--- src/rtl/tpc_pkg.sv ---
package tpc_pkg;
    typedef enum logic [2:0] {
        ST_IDLE,
        ST_RD_A,
        ST_RD_B,
        ST_JUDGE,
        ST_CONF_A,
        ST_CONF_B,
        ST_PASS,
        ST_FAIL
    } tpc_state_e;

    localparam int unsigned TGL_BIT   = 6;
    localparam int unsigned TMO_BIT   = 5;
    localparam int unsigned ERASE_BIT = 2;
endpackage

--- src/rtl/tpc_bit_cmp.sv ---
module tpc_bit_cmp #(
    parameter int unsigned DW            = 8,
    parameter bit          EN_ERASE_FLAG = 1'b1
) (
    input  logic [DW-1:0] first_b,
    input  logic [DW-1:0] second_b,
    output logic          tgl_diff,
    output logic          tmo_set,
    output logic          ers_diff
);
    import tpc_pkg::*;

    assign tgl_diff = first_b[TGL_BIT] ^ second_b[TGL_BIT];
    assign tmo_set  = second_b[TMO_BIT];

    generate
        if (EN_ERASE_FLAG) begin : g_ers
            assign ers_diff = first_b[ERASE_BIT] ^ second_b[ERASE_BIT];
        end else begin : g_no_ers
            assign ers_diff = 1'b0;
        end
    endgenerate
endmodule

--- src/rtl/tpc_loop_cnt.sv ---
module tpc_loop_cnt #(
    parameter int unsigned MAX_LOOPS = 64
) (
    input  logic clk,
    input  logic rst_n,
    input  logic clr,
    input  logic inc,
    output logic at_cap
);
    localparam int unsigned CW = $clog2(MAX_LOOPS + 1);

    logic [CW-1:0] cnt_q;

    always_ff @(posedge clk or negedge rst_n) begin
        if (!rst_n)   cnt_q <= '0;
        else if (clr) cnt_q <= '0;
        else if (inc) cnt_q <= cnt_q + 1'b1;
    end

    assign at_cap = (cnt_q == CW'(MAX_LOOPS - 1));


    cnt_bound_chk: assert property (@(posedge clk) disable iff (!rst_n)
        cnt_q < CW'(MAX_LOOPS));
endmodule

--- src/rtl/toggle_poll_ctrl.sv ---
module toggle_poll_ctrl #(
    parameter int unsigned MAX_LOOPS     = 64,
    parameter bit          EN_ERASE_FLAG = 1'b1,
    parameter int unsigned DW            = 8
) (
    input  logic          clk,
    input  logic          rst_n,
    input  logic          start,
    output logic          rd_req,
    input  logic          rd_ack,
    input  logic [DW-1:0] rd_data,
    output logic          busy,
    output logic          done_ok,
    output logic          done_fail,
    output logic [DW-1:0] last_status,
    output logic          erase_sel
);
    import tpc_pkg::*;

    tpc_state_e state_q, state_d;

    logic [DW-1:0] first_q, second_q;
    logic [DW-1:0] cmp_b;
    logic          tgl_diff, tmo_set, ers_diff;
    logic          at_cap, loop_inc, loop_clr;
    logic          ers_q;

    // In the last confirming read, compare against the live acknowledged byte.
    assign cmp_b = (state_q == ST_CONF_B) ? rd_data : second_q;

    tpc_bit_cmp #(.DW(DW), .EN_ERASE_FLAG(EN_ERASE_FLAG)) u_cmp (
        .first_b  (first_q),
        .second_b (cmp_b),
        .tgl_diff (tgl_diff),
        .tmo_set  (tmo_set),
        .ers_diff (ers_diff)
    );

    assign loop_clr = (state_q == ST_IDLE) && start;
    assign loop_inc = (state_q == ST_JUDGE) && tgl_diff && !tmo_set && !at_cap;

    tpc_loop_cnt #(.MAX_LOOPS(MAX_LOOPS)) u_loop (
        .clk    (clk),
        .rst_n  (rst_n),
        .clr    (loop_clr),
        .inc    (loop_inc),
        .at_cap (at_cap)
    );

    // next-state logic
    always_comb begin
        state_d = state_q;
        unique case (state_q)
            ST_IDLE:   if (start) state_d = ST_RD_A;
            ST_RD_A:   if (rd_ack) state_d = ST_RD_B;
            ST_RD_B:   if (rd_ack) state_d = ST_JUDGE;
            ST_JUDGE: begin
                if (!tgl_diff)    state_d = ST_PASS;
                else if (tmo_set) state_d = ST_CONF_A;
                else if (at_cap)  state_d = ST_FAIL;
                else              state_d = ST_RD_A;
            end
            ST_CONF_A: if (rd_ack) state_d = ST_CONF_B;
            ST_CONF_B: if (rd_ack) state_d = tgl_diff ? ST_FAIL : ST_PASS;
            ST_PASS:   state_d = ST_IDLE;
            ST_FAIL:   state_d = ST_IDLE;
            default:   state_d = ST_IDLE;
        endcase
    end

    // state register
    always_ff @(posedge clk or negedge rst_n) begin
        if (!rst_n) state_q <= ST_IDLE;
        else        state_q <= state_d;
    end

    // captured data
    always_ff @(posedge clk or negedge rst_n) begin
        if (!rst_n) begin
            first_q     <= '0;
            second_q    <= '0;
            last_status <= '0;
            ers_q       <= 1'b0;
        end else begin
            if (rd_ack && (state_q == ST_RD_A || state_q == ST_CONF_A)) first_q  <= rd_data;
            if (rd_ack && state_q == ST_RD_B)                            second_q <= rd_data;
            if (rd_ack && rd_req)                                        last_status <= rd_data;
            if (loop_clr)
                ers_q <= 1'b0;
            else if ((state_q == ST_JUDGE && (state_d == ST_PASS || state_d == ST_FAIL)) ||
                     (state_q == ST_CONF_B && rd_ack))
                ers_q <= ers_diff;
        end
    end

    // outputs
    always_comb begin
        rd_req    = 1'b0;
        busy      = 1'b1;
        done_ok   = 1'b0;
        done_fail = 1'b0;
        unique case (state_q)
            ST_IDLE:                                  busy = 1'b0;
            ST_RD_A, ST_RD_B, ST_CONF_A, ST_CONF_B:   rd_req = 1'b1;
            ST_JUDGE:                                 ;
            ST_PASS:                                  done_ok = 1'b1;
            ST_FAIL:                                  done_fail = 1'b1;
            default:                                  busy = 1'b0;
        endcase
    end

    assign erase_sel = ers_q;


    req_hold_chk: assert property (@(posedge clk) disable iff (!rst_n)
        (rd_req && !rd_ack) |=> rd_req);


    status_keep_chk: assert property (@(posedge clk) disable iff (!rst_n)
        !rd_ack |=> $stable(last_status));


    done_pulse_chk: assert property (@(posedge clk) disable iff (!rst_n)
        (done_ok || done_fail) |=> (!done_ok && !done_fail && !busy));


    busy_rise_chk: assert property (@(posedge clk) disable iff (!rst_n)
        $rose(busy) |-> $past(start));


    verdict_excl_chk: assert property (@(posedge clk) disable iff (!rst_n)
        !(done_ok && done_fail));
endmodule

--- config.mk ---
export PLATFORM = sky130hd
export DESIGN_NAME = toggle_poll_ctrl
export DESIGN_NICKNAME = d
export VERILOG_FILES = /design/src/rtl/tpc_pkg.sv /design/src/rtl/tpc_bit_cmp.sv /design/src/rtl/tpc_loop_cnt.sv /design/src/rtl/toggle_poll_ctrl.sv
export SDC_FILE = /design/constraint.sdc
export NUM_CORES = 1
export LEC_CHECK = 0
export BUFFER_PORTS_ARGS = -buffer_cell sky130_fd_sc_hd__buf_2
export CAP_MARGIN = 20
export CORE_ASPECT_RATIO = 1.4
export CORE_MARGIN = 10
export CORE_UTILIZATION = 50
export CTS_BUF_LIST = sky130_fd_sc_hd__clkbuf_8
export DETAILED_ROUTE_END_ITERATION = 8
export HOLD_SLACK_MARGIN = 0.15
export PLACE_DENSITY = 0.75
export SLEW_MARGIN = 25
export SYNTH_ARGS = -nofsm -noshare
export SYNTH_HDL_FRONTEND = slang
export SYNTH_SLANG_ARGS = --single-unit
--- constraint.sdc ---
create_clock -name clk -period 3.9 [get_ports clk]
set_input_delay 0.78 -clock clk [delete_from_list [all_inputs] [get_ports clk]]
set_output_delay 0.78 -clock clk [all_outputs]
set_load 0.05 [all_outputs]
Word-level counts from Yosys, hierarchy flattened
Cells that the tools add are included.
{ "word_totals": {"register_bits": 33, "output_inout_bits": 13, "wordCells": 57} }
{ "op_classes": {"addsub": 1, "eq_ne": 10, "n_mux": 19, "bitwise": 2, "reduce_logical": 19} }
{ "ops": {"columns": ["op", "count"], "rows": [
  ["two-way mux 3 bit", 8],
  ["two-way mux 7 bit", 3],
  ["one-hot mux 3 bit (7 select lines)", 1],
  ["== test 3 bit (second input constant)", 6],
  ["logical AND 1 bit", 9],
  ["adder 7 x 1 -> 7 bit (second input constant)", 1],
  ["== test 7 x 6 -> 1 bit (second input constant)", 1],
  ["two-way mux 1 bit", 7],
  ["== test 3 x 2 -> 1 bit (second input constant)", 2],
  ["nonzero test 2 bit", 2],
  ["OR reduction 4 bit", 1],
  ["== test 3 x 1 -> 1 bit (second input constant)", 1],
  ["logical NOT 3 bit", 1],
  ["logical OR 1 bit", 3],
  ["logical NOT 1 bit", 2],
  ["OR reduction 2 bit", 1],
  ["bitwise XOR 1 bit", 2]
]} }

Depth between registers and ports, before layout
{ "logic_depth": {"word_depth": 12, "mapped_depth": 6} }

Cells and area by module
From an unflattened synthesis, not the netlist that was laid out.
{ "hier_totals": {"hier_cells": 130, "hier_area_um2": 1690.4} }
{ "modules_own_cells": {"columns": ["module", "n_inst", "cells_each", "area_per_inst_um2", "seq_area_each_um2"], "rows": [
  ["toggle_poll_ctrl", 1, 97, 1341.3, 700.7],
  ["tpc_loop_cnt", 1, 30, 324.1, 175.2],
  ["tpc_bit_cmp", 1, 3, 25.0, 0.0]
]} }

Worst setup path before layout
No wires, ideal clock.
{ "synth_timing": {"path_type": "register -> register", "start": "register state_q[0]", "end": "register last_status[0]", "arrival_time_ns": 2.084, "t_required_ns": 3.775, "path_slack_ns": 1.691, "stages_incl_launch_ff": 5, "period_less_slack_ns": 2.209, "path_cell_list": "dfrtp_1 or3_1 and2_1 nand2_1 mux2_2"} }
{ "synth_via": {"elab_chain_cells": 4, "word_cells_on_any_way": 7, "classes_between": "eq/ne (4); mux (1); reduce/logical (2)"} }
{ "synth_rtl": {"columns": ["element", "line", "text"], "rows": [
  ["start: declaration", "toggle_poll_ctrl.sv:20", "tpc_state_e state_q, state_d;"],
  ["start signal: assignment", "toggle_poll_ctrl.sv:74", "else state_q <= state_d;"],
  ["== test 3 bit (tied with other cells)", "toggle_poll_ctrl.sv:102", "unique case (state_q)"],
  ["OR reduction 4 bit *", "toggle_poll_ctrl.sv:102", null],
  ["two-way mux 1 bit *", "toggle_poll_ctrl.sv:102", null],
  ["named net rd_req", "toggle_poll_ctrl.sv:9", "output logic rd_req,"],
  ["logical AND 1 bit *", "toggle_poll_ctrl.sv:87", "if (rd_ack && rd_req) last_status <= rd_data;"],
  ["end signal: assignment", "toggle_poll_ctrl.sv:87", null],
  ["end: declaration", "toggle_poll_ctrl.sv:15", "output logic [DW-1:0] last_status,"]
]} }
The timed path passes the listed nets; every way through them passes the cells marked *.
A chain may end at the register's enable or synchronous reset.

Worst setup path after layout
{ "layout_timing": {"start": "register state_q[0]", "end": "output rd_req"} }
{ "layout_via": {"elab_chain_cells": 3, "word_cells_on_any_way": 6, "classes_between": "eq/ne (4); mux (1); reduce/logical (1)"} }
{ "layout_rtl": {"columns": ["element", "line"], "rows": [
  ["== test 3 bit (tied with other cells)", "toggle_poll_ctrl.sv:102"],
  ["OR reduction 4 bit *", "toggle_poll_ctrl.sv:102"],
  ["two-way mux 1 bit *", "toggle_poll_ctrl.sv:102"],
  ["end: declaration", "toggle_poll_ctrl.sv:9"]
]} }
Mark *: on every way between the ends. The rest lies on a longest branch, timed or not.

==> impl_metrics.csv <==
group,metric,value,unit
run_status,status,"completed",
power,p_leak,0.000654,µW
timing,rsz0062_at_grt,"no",
global_route,grt_pass1_wl,4070,µm
worst_setup_path,cp-end-kind,"output pin",
timing,hold_violations,0,
job,maxCapViolCount,0,
routing,drt-initial-drc-count,14,
cts,cts_setup_buffers,0,
timing,max_clock_freq,0.417,GHz
timing,finalSetupTns,0,ns
synthesis,synth_top_area_frac,0.481,
cells_and_area,fin_area,1480,µm²
cts,htreeDepth,1,
global_route,antenna_found_initial,0,
power,p_per_area,893,nW/µm²
routing,vias_per_cell,5.42,
die,core_area,2390,µm²
routing,first_pass_iters,4,
cts,cts_tree,"built",
synthesis,ys_types,36,
worst_setup_path,worst-r2r-cell-count,5,
routing,drc,0,
cts,cts_buffer_depth,2,
worst_setup_path,cp.required,3.12,ns
worst_hold_path,min_path_type,"primary input to async pin",
placed_design,placed_area,1410,µm²
worst_setup_path,crit_fanout,16,
timing,tightest_slew,0.540,ns
cells_and_area,area_delta_synth_final,18.5,%
die,initial_core_util,0.522,
cts,cts.clk_slew.worst_paths,0.09,ns
synthesis,ys_seq_elements,24,
routing,routed_wl,2480,µm
worst_setup_path,r2r-end,"u_loop.cnt_q[4]",
die,die-width,62.2,µm
worst_setup_path,max_stage_delay,0.55,ns
global_route,grt-ovfl-total,0,
worst_setup_path,crit_chain,"or3_1 > and2_1 > buf_2",
power,finalPower,1320,µW
timing,fin_skew,0.00703,ns
die,dieArea,4920,µm²
cts,root_buffer,"clkbuf_8",
worst_setup_path,rrSetupSlack,1.88,ns
synthesis,seq_area_frac_synth,0.481,
power,ir_drop,548,µV
synthesis,syn_area_per_cell,10.8,µm²
synthesis,synthTopCellsByArea,"dfrtp_1, mux2_2, nand2_1",
cts,cts.sinks,24,
cells_and_area,fin_util,0.618,
synthesis,yosys_warnings,0,
global_route,grtUsageTotal,0.0990,
cts,post_cts_resize_count,0,
synthesis,synth.net_count,128,
placed_design,port_buffers,24,
die,rows,21,
cts,cts_buffers,3,
die,io_pins,25,
cts,holdBufCountCts,0,
timing,slew-limit-headroom,0.638,
worst_setup_path,crit_type,"flop to output pin",
die,die_y,79.1,µm
cells_and_area,final_nets,155,
cts,clk_latency,0.27,ns
routing,postRouteAntennaNets,0,
placed_design,post-place-ws,1.77,ns
timing,min_period_over_period,0.616,
worst_setup_path,crit_family,"simple AND/OR/NAND/NOR gates",
worst_setup_path,cp.arrival,1.62,ns
synthesis,syn_inst,115,
worst_setup_path,timing.rr.start,"state_q[2]",
timing,setup_violations,0,
synthesis,synth_area,1250,µm²
cells_and_area,drive_above_1_share,0.355,
worst_setup_path,crit_slowest_cell,"dfrtp_1",
synthesis,synth_largest_area_cell,"dfrtp_1",
timing,slew_viol_final,0,
worst_setup_path,critPathBufInv,1,
global_route,grt_max_degree,25,
worst_setup_path,cp-start-kind,"flop",
placed_design,hpwl,1990,µm
cells_and_area,n_antenna_cell,0,
timing,period_needed,2.40,ns
worst_setup_path,worst-path-stages,3,
placed_design,routabilityCongestion,0.857,
global_route,grt_pass1_vias,967,
routing,wl_per_cell,14.2,µm
routing,vias,949,
timing,fin_ws,1.50,ns
sequential cells by signal (all words and copies together), names as in the netlist:
signal	count
erase_sel	1
first_q	2
last_status	8
second_q	3
state_q	3
u_loop.cnt_q	7
worst reg2reg max path, stage by stage, from the launching register on:
cell and delay (ns):
dfrtp_1 0.63, and3b_1 0.32, o21ai_2 0.13, a211oi_4 0.36
or3b_1 0.38, a21oi_1 0.14
Yosys cell counts, drive strengths merged:
cell / count
nand2: 12
inv: 2
o22ai: 1
a211oi: 1
mux2: 13
mux2i: 3
or4b: 1
a2111oi: 1
o31ai: 2
xor2: 2
nor4b: 1
dfrtp: 24
a31o: 1
nor2: 5
or3b: 1
a21oi: 4
and3b: 1
a32oi: 1
nand3: 4
nor3: 5
xnor2: 2
a31oi: 1
o41ai: 1
and2: 3
clkbuf: 3
and3: 1
nor2b: 2
or3: 2
ha: 1
o21ai: 6
a21o: 3
nand2b: 5
area by class of cell:
class                      instances  area, µm²
fill                             200        913
multi-input combinational         86        628
sequential                        24        601
timing repair buffer              25        128
tap                               34       42.5
clock buffer                       3       41.3
clock inverter                     1       30.0
inverter                           2       7.51
worst max-delay path by stage:
stage | slack [ns] | start | to
finish | 1.50 | state_q[0] | rd_req
global route | 1.45 | state_q[0] | rd_req
CTS | 1.50 | state_q[0] | rd_req
detailed placement | 1.77 | rd_data[6] | u_loop.cnt_q[4]
global placement | 1.82 | rd_data[6] | u_loop.cnt_q[4]
floorplan | 1.69 | state_q[0] | last_status[0]
logic make-up (layout without fill, tap and decap cells):
group                      after synthesis  in the layout  share of synthesized area
and+or+nand+nor                         43             43                      0.192
DFF                                     24             24                      0.481
AOI/OAI and AO/OA                       22             22                      0.132
muxes                                   16             16                      0.141
buffers and inverters                    5             31                     0.0150
xor gates and xnor gates                 4              4                     0.0281
adders and majority gates                1              1                     0.0100
power by group:
group	switching, µW	total [µW]	internal, µW	leakage (µW)
Clock	79.8	217	137	0.0000357
Sequential	102	447	346	0.000300
Combinational	426	655	229	0.000318
Total	607	1320	712	0.000654
cells in the final DEF (no fill, tap or decap), types with 2 or more instances in the layout:
cell type  synthesis  final
o31ai_1            2      2
mux2_2            13     13
xor2_1             2      2
nand2_1           11     11
nor3_1             4      4
nor2b_1            2      2
mux2i_1            3      3
nor2_1             5      5
nand2b_1           5      5
and2_1             3      3
dfrtp_1           24     24
clkbuf_8           0      3
inv_1              2      2
a21oi_1            4      4
a21o_1             3      3
xnor2_1            2      2
buf_2              0     24
nand3_1            4      4
o21ai_0            5      5
per-layer routing:
layer	share of wire	global-route usage
met5	0	0
met1	0.40	0.0968
met2	0.52	0.182
met3	0.060	0.0351
met4	0.014	0.0459
through the flow:
step	hold slack, ns	cells
2_1_floorplan	0.480	115
3_3_place_gp	0.481	171
3_5_place_dp	0.488	171
4_1_cts	0.489	175
5_1_grt	0.497	175
6_report	0.466	175
(Power assumes the default switching activity.)
